$ cat src/rtl/prot_supervisor.sv
module prot_supervisor #(
  parameter int DOPEN_MS   = 80,
  parameter int OVP_MS     = 640,
  parameter int IFBS_MS    = 60,
  parameter int DSHORT_CYC = 3
) (
  input  logic clk,
  input  logic rst_n,
  input  logic enable,
  input  logic ms_tick,
  input  logic cycle_strb,
  input  logic ovp_over,
  input  logic ovp_near_zero,
  input  logic isns_limit,
  input  logic isns_hard,
  input  logic ifb_low,
  input  logic ifb_high,
  input  logic uvlo_low,
  input  logic over_temp,
  output logic sw_en,
  output logic pulse_kill,
  output logic clamp_req,
  output logic ref_discharge,
  output logic fault_pulldown
);
  localparam int DW = $clog2(DOPEN_MS + 1);
  localparam int OW = $clog2(OVP_MS + 1);
  localparam int IW = $clog2(IFBS_MS + 1);
  localparam int SW = $clog2(DSHORT_CYC + 1);

  logic          latched;
  logic [DW-1:0] dopen_cnt;
  logic [OW-1:0] ovp_cnt;
  logic [IW-1:0] ifbs_cnt;
  logic [SW-1:0] dsh_cnt;
  logic          dsh_seen;

  wire retry_flt = uvlo_low | over_temp;
  wire run_ok    = enable & ~retry_flt & ~latched;
  wire ifbs_cond = ifb_low & (ovp_over | isns_limit);
  wire dsh_hit   = dsh_seen | isns_hard;

  wire dopen_trip = run_ok & ovp_near_zero & ms_tick & (dopen_cnt == DW'(DOPEN_MS));
  wire ovp_trip   = run_ok & ovp_over & ms_tick & (ovp_cnt == OW'(OVP_MS));
  wire ifbs_trip  = run_ok & ifbs_cond & ms_tick & (ifbs_cnt == IW'(IFBS_MS));
  wire dsh_trip   = run_ok & cycle_strb & dsh_hit & (dsh_cnt == SW'(DSHORT_CYC - 1));
  wire any_trip   = (run_ok & ifb_high) | dopen_trip | ovp_trip | ifbs_trip | dsh_trip;

  assign sw_en          = run_ok;
  assign clamp_req      = run_ok & ovp_over;
  assign ref_discharge  = latched;
  assign fault_pulldown = ~(latched | retry_flt);

  always_ff @(posedge clk or negedge rst_n) begin
    if (!rst_n)            latched <= 1'b0;
    else if (!enable)      latched <= 1'b0;
    else if (any_trip)     latched <= 1'b1;
  end

  always_ff @(posedge clk or negedge rst_n) begin
    if (!rst_n) begin
      dopen_cnt <= '0;
      ovp_cnt   <= '0;
      ifbs_cnt  <= '0;
    end else begin
      if (!(run_ok && ovp_near_zero)) dopen_cnt <= '0;
      else if (ms_tick && dopen_cnt != DW'(DOPEN_MS)) dopen_cnt <= dopen_cnt + 1'b1;
      if (!(run_ok && ovp_over)) ovp_cnt <= '0;
      else if (ms_tick && ovp_cnt != OW'(OVP_MS)) ovp_cnt <= ovp_cnt + 1'b1;
      if (!(run_ok && ifbs_cond)) ifbs_cnt <= '0;
      else if (ms_tick && ifbs_cnt != IW'(IFBS_MS)) ifbs_cnt <= ifbs_cnt + 1'b1;
    end
  end

  always_ff @(posedge clk or negedge rst_n) begin
    if (!rst_n) begin
      dsh_cnt  <= '0;
      dsh_seen <= 1'b0;
    end else if (!run_ok) begin
      dsh_cnt  <= '0;
      dsh_seen <= 1'b0;
    end else if (cycle_strb) begin
      dsh_seen <= 1'b0;
      if (!dsh_hit) dsh_cnt <= '0;
      else if (dsh_cnt != SW'(DSHORT_CYC - 1)) dsh_cnt <= dsh_cnt + 1'b1;
    end else if (isns_hard) begin
      dsh_seen <= 1'b1;
    end
  end

  always_ff @(posedge clk or negedge rst_n) begin
    if (!rst_n)          pulse_kill <= 1'b0;
    else if (!run_ok)    pulse_kill <= 1'b0;
    else if (cycle_strb) pulse_kill <= isns_limit;
    else if (isns_limit) pulse_kill <= 1'b1;
  end

  a_r6_short_latches: assert property (@(posedge clk) disable iff (!rst_n)
    (enable && !retry_flt && ifb_high) |=> ref_discharge);
  a_r9_latch_holds: assert property (@(posedge clk) disable iff (!rst_n)
    (ref_discharge && enable) |=> ref_discharge);
  a_r9_disable_clears: assert property (@(posedge clk) disable iff (!rst_n)
    !enable |=> !ref_discharge);
  a_r8_no_switch_latched: assert property (@(posedge clk) disable iff (!rst_n)
    ref_discharge |-> (!sw_en && !clamp_req));
  a_r12_kill_holds: assert property (@(posedge clk) disable iff (!rst_n)
    (pulse_kill && sw_en && !cycle_strb) |=> pulse_kill);
  a_r11_timer_restart: assert property (@(posedge clk) disable iff (!rst_n)
    !ovp_near_zero |=> (dopen_cnt == '0));
  a_r7_retry_blocks: assert property (@(posedge clk) disable iff (!rst_n)
    retry_flt |-> (!sw_en && !fault_pulldown));
endmodule

$ cat config.mk
export PLATFORM = sky130hd
export DESIGN_NAME = prot_supervisor
export DESIGN_NICKNAME = d
export VERILOG_FILES = /design/src/rtl/prot_supervisor.sv
export SDC_FILE = /design/constraint.sdc
export NUM_CORES = 1
export LEC_CHECK = 0
export ABC_CLOCK_PERIOD_IN_PS = 3660
export BUFFER_PORTS_ARGS = -buffer_cell sky130_fd_sc_hd__clkbuf_2
export CELL_PAD_IN_SITES_DETAIL_PLACEMENT = 0
export CELL_PAD_IN_SITES_GLOBAL_PLACEMENT = 1
export CORE_UTILIZATION = 47
export DETAILED_ROUTE_END_ITERATION = 8
export MAX_ROUTING_LAYER = met4
export PLACE_DENSITY_LB_ADDON = 0.2
export SYNTH_ARGS = -nofsm -noshare
export SYNTH_HDL_FRONTEND = slang
export SYNTH_SLANG_ARGS = --single-unit
$ cat constraint.sdc
create_clock -name clk -period 3.66 [get_ports clk]
set_input_delay 0.366 -clock clk [delete_from_list [all_inputs] [get_ports clk]]
set_output_delay 0.366 -clock clk [all_outputs]
set_load 0.005 [all_outputs]
==> impl_results.md <==
* Status: completed
* Vias per Instance at about 5.4
* R2R setup slack at between 1.5 and 2 ns
* Wire per inst at roughly 13 microns
* Gr usage total at approximately 20%
* Fmax at 450 MHz
* Post-Syn Nets at between 150 and 200
* Slowest-stage cell, CP: dfrtp_1
* P per Cell Area at 294 mW/mm^2
* Filler cell count at about 290
* Skew final at ~0.0047 ns
* Area grow syn2layout at 10.9%
* Post-CTS setup buffers at 0
* Delay of the slowest critical-path stage at 0.42 ns
* Post-DP HPWL at around 2.2 mm
* Routed Antenna Nets at 0
* Final wirelength at 3.00 mm
* Yosys warns at 0
* Synth Cell Area at 0.00154 sq mm
* H-tree Lvls at 1
* Placed Instance Area at between 0.0015 and 0.002 sq mm
* Synth area leader: dfrtp_1
* Gr ovfl total at 0
* Via count at about 1.2k
* Die H at around 59 microns
* Vias in the first global route at roughly 1.2k
* Synth top area share at 45.4%
* CTS tree: built
* Core Util, Final at 55.6%
* Seq cells post-synth at 28
* N_diodes at 0
* Initial Util at about 50%
* Antenna violations before repair at 0
* Global-route wire length before repair at 5.04 mm
* Kind of critical path: reg2out
* Pins Over Slew Limit at 0
* Total negative slack at 0 ns
* R2r endpoint: ovp_cnt[2]
* Die area at between 0.003 and 0.004 sq mm
* Slew margin rel. at approximately 53%
* Start of the worst register-to-register path: ref_discharge
* Max-cap violation count at 0
* Nets at a little over 200
* Largest fanout on the critical path at 11
* DR pass1 iterations at 4
* Number of I/O pins at 18
* Largest net degree at the start of global routing at 29
* Core area at about 0.0031 sq mm
* Hold-fix buffers, CTS at 0
* Hold crit path type: in2async
* Cells resized by post-CTS repair at 0
* Post-synthesis cell count at 163
* Syn Area/Cell at between 9 and 10 sq um
* Final setup viols at 0
* PortBufs at 17
* Yosys cell types at 31
* Worst-path clk slew at roughly 0.15 ns
* Final period util at 60.7%
* Clk root buf: clkbuf_4
* Final Hold Viols at 0
* Seq/Total Area, Yosys at ~45%
* Clk sinks at 28
* Most frequent cells in the layout: dfrtp_1 (28), nor2_1 (24), clkbuf_2 (17), inv_1 (14), nand2_1 (13)
* RSZ-0062 raised after global routing: false
* Clock buffer depth at 2
* Final instance area at 0.00171 sq mm
* Commonest non-fill, non-tap cell in the layout: dfrtp_1
* Critical Path RT at ~3.3 ns
* Routability-driven placement congestion ratio at approximately 0.81
* Multi-input gate area at roughly 780 sq um
* Hold slack at just under 0.05 ns
* Worst reg2reg path depth at 6
* Drt first-iter violations at between 40 and 50
* CP Cell Sequence: nor3_1, nand2_1, inv_1, nand2_1, inv_1, clkbuf_2
* Layout cells sized above 1 at between 10% and 20%
* CTS Buf Count at 3
* Maximum VDD drop at between 0.00015 and 0.0002 V
* Ranking of synthesized cells by area: dfrtp_1 (45%), xor2_1 (6.2%), nor2_1 (5.8%), ha_1 (5.7%), inv_1 (3.4%)
* Lkg Pwr at about 0.74 nW
* Residual DRC at 0
* Die X-Extent at 59.3 microns
* CP endpoint kind: primary output
* Row Count at 20
* Launching element type of the critical path: register
* Register area at 701 sq um
* Worst-Margin Slew at 0.705 ns
* Worst skew pair latency at about 0.33 ns
* Clock period minus worst slack at roughly 2.2 ns
* Final Power at 0.503 mW
* Data arrival, critical path at between 1.5 and 2 ns
==> cell type report <==
type	count	area share (%)
Multi-Input combinational cell	119	45.7
Inverter	14	3.07
Clock buffer	4	2.12
Tap cell	44	3.22
Timing Repair Buffer	17	4.97
Sequential cell	28	40.9
==> metrics by stage <==
stage	worst slack, ns	std cells
6_report	1.44	226
5_1_grt	1.27	226
4_1_cts	1.44	226
3_5_place_dp	1.69	222
3_3_place_gp	1.73	222
2_1_floorplan	1.93	163
==> sequential cells by signal, indices dropped and copies added (netlist names) <==
name / cells
ovp_cnt: 10
dopen_cnt: 7
ifbs_cnt: 6
dsh_cnt: 2
dsh_seen: 1
pulse_kill: 1
ref_discharge: 1
==> routing by layer <==
layer	vias up	track usage [%]	share of wire (%)
li1	602	-	-
met1	597	23.0	47
met2	12	34.0	50
met3	5	2.18	1.5
met4	0	9.52	1.7
met5	-	-	0
==> power by group <==
part | switching [mW] | internal, mW | total [mW]
registers | 0.00134 | 0.311 | 0.313
clock network | 0.0929 | 0.0609 | 0.154
logic | 0.0237 | 0.0127 | 0.0365
==> cell families (layout without fill, tap and decap cells) <==
| logic type | count (synthesis) | in the layout | synth area share [%] |
|---|---|---|---|
| xor gates and xnor gates | 17 | 17 | 9.65 |
| adders and majority gates | 7 | 7 | 5.68 |
| and+or+nand+nor | 67 | 67 | 21.6 |
| DFF | 28 | 28 | 45.4 |
| AOI/OAI and AO/OA | 25 | 25 | 11.8 |
| buffers and inverters | 16 | 35 | 3.89 |
| muxes | 3 | 3 | 1.95 |
==> worst max-delay path, delay by kind of cell (launching register included) <==
| kind | cells | cell delay [ns] |
|---|---|---|
| buffers and inverters | 3 | 0.42 |
| flip-flops | 1 | 0.42 |
| AND/OR/NAND/NOR | 3 | 0.68 |
==> Yosys cell counts <==
cell type  count
o21ai_2        1
o41ai_4        1
nand4_1        7
nor2_1        24
a211oi_1       1
a22oi_1        1
nand3b_1       1
and4_1         1
nor3_1         8
o211ai_1       6
mux2i_1        3
or4_1          1
nand2_1       13
xor2_1        11
and3_1         3
xnor2_1        6
dfrtp_1       28
or3_1          2
o21ai_0        7
nor4_1         1
inv_1         14
or4b_4         1
or4b_2         1
clkbuf_1       2
a21oi_1        5
ha_1           7
nand3_1        1
and2_1         1
and3_2         1
nor2_2         1
o2111ai_1      3
==> worst max-delay path by stage <==
stage	from	endpoint	slack (ns)	cells after the start
2_1_floorplan	ovp_cnt[2]	ovp_cnt[1]	1.93	4
3_3_place_gp	over_temp	ovp_cnt[2]	1.73	7
3_5_place_dp	over_temp	ovp_cnt[2]	1.69	7
4_1_cts	ref_discharge	clamp_req	1.44	6
5_1_grt	ref_discharge	clamp_req	1.27	6
6_report	ref_discharge	clamp_req	1.44	6
(Power assumes the default switching activity.)
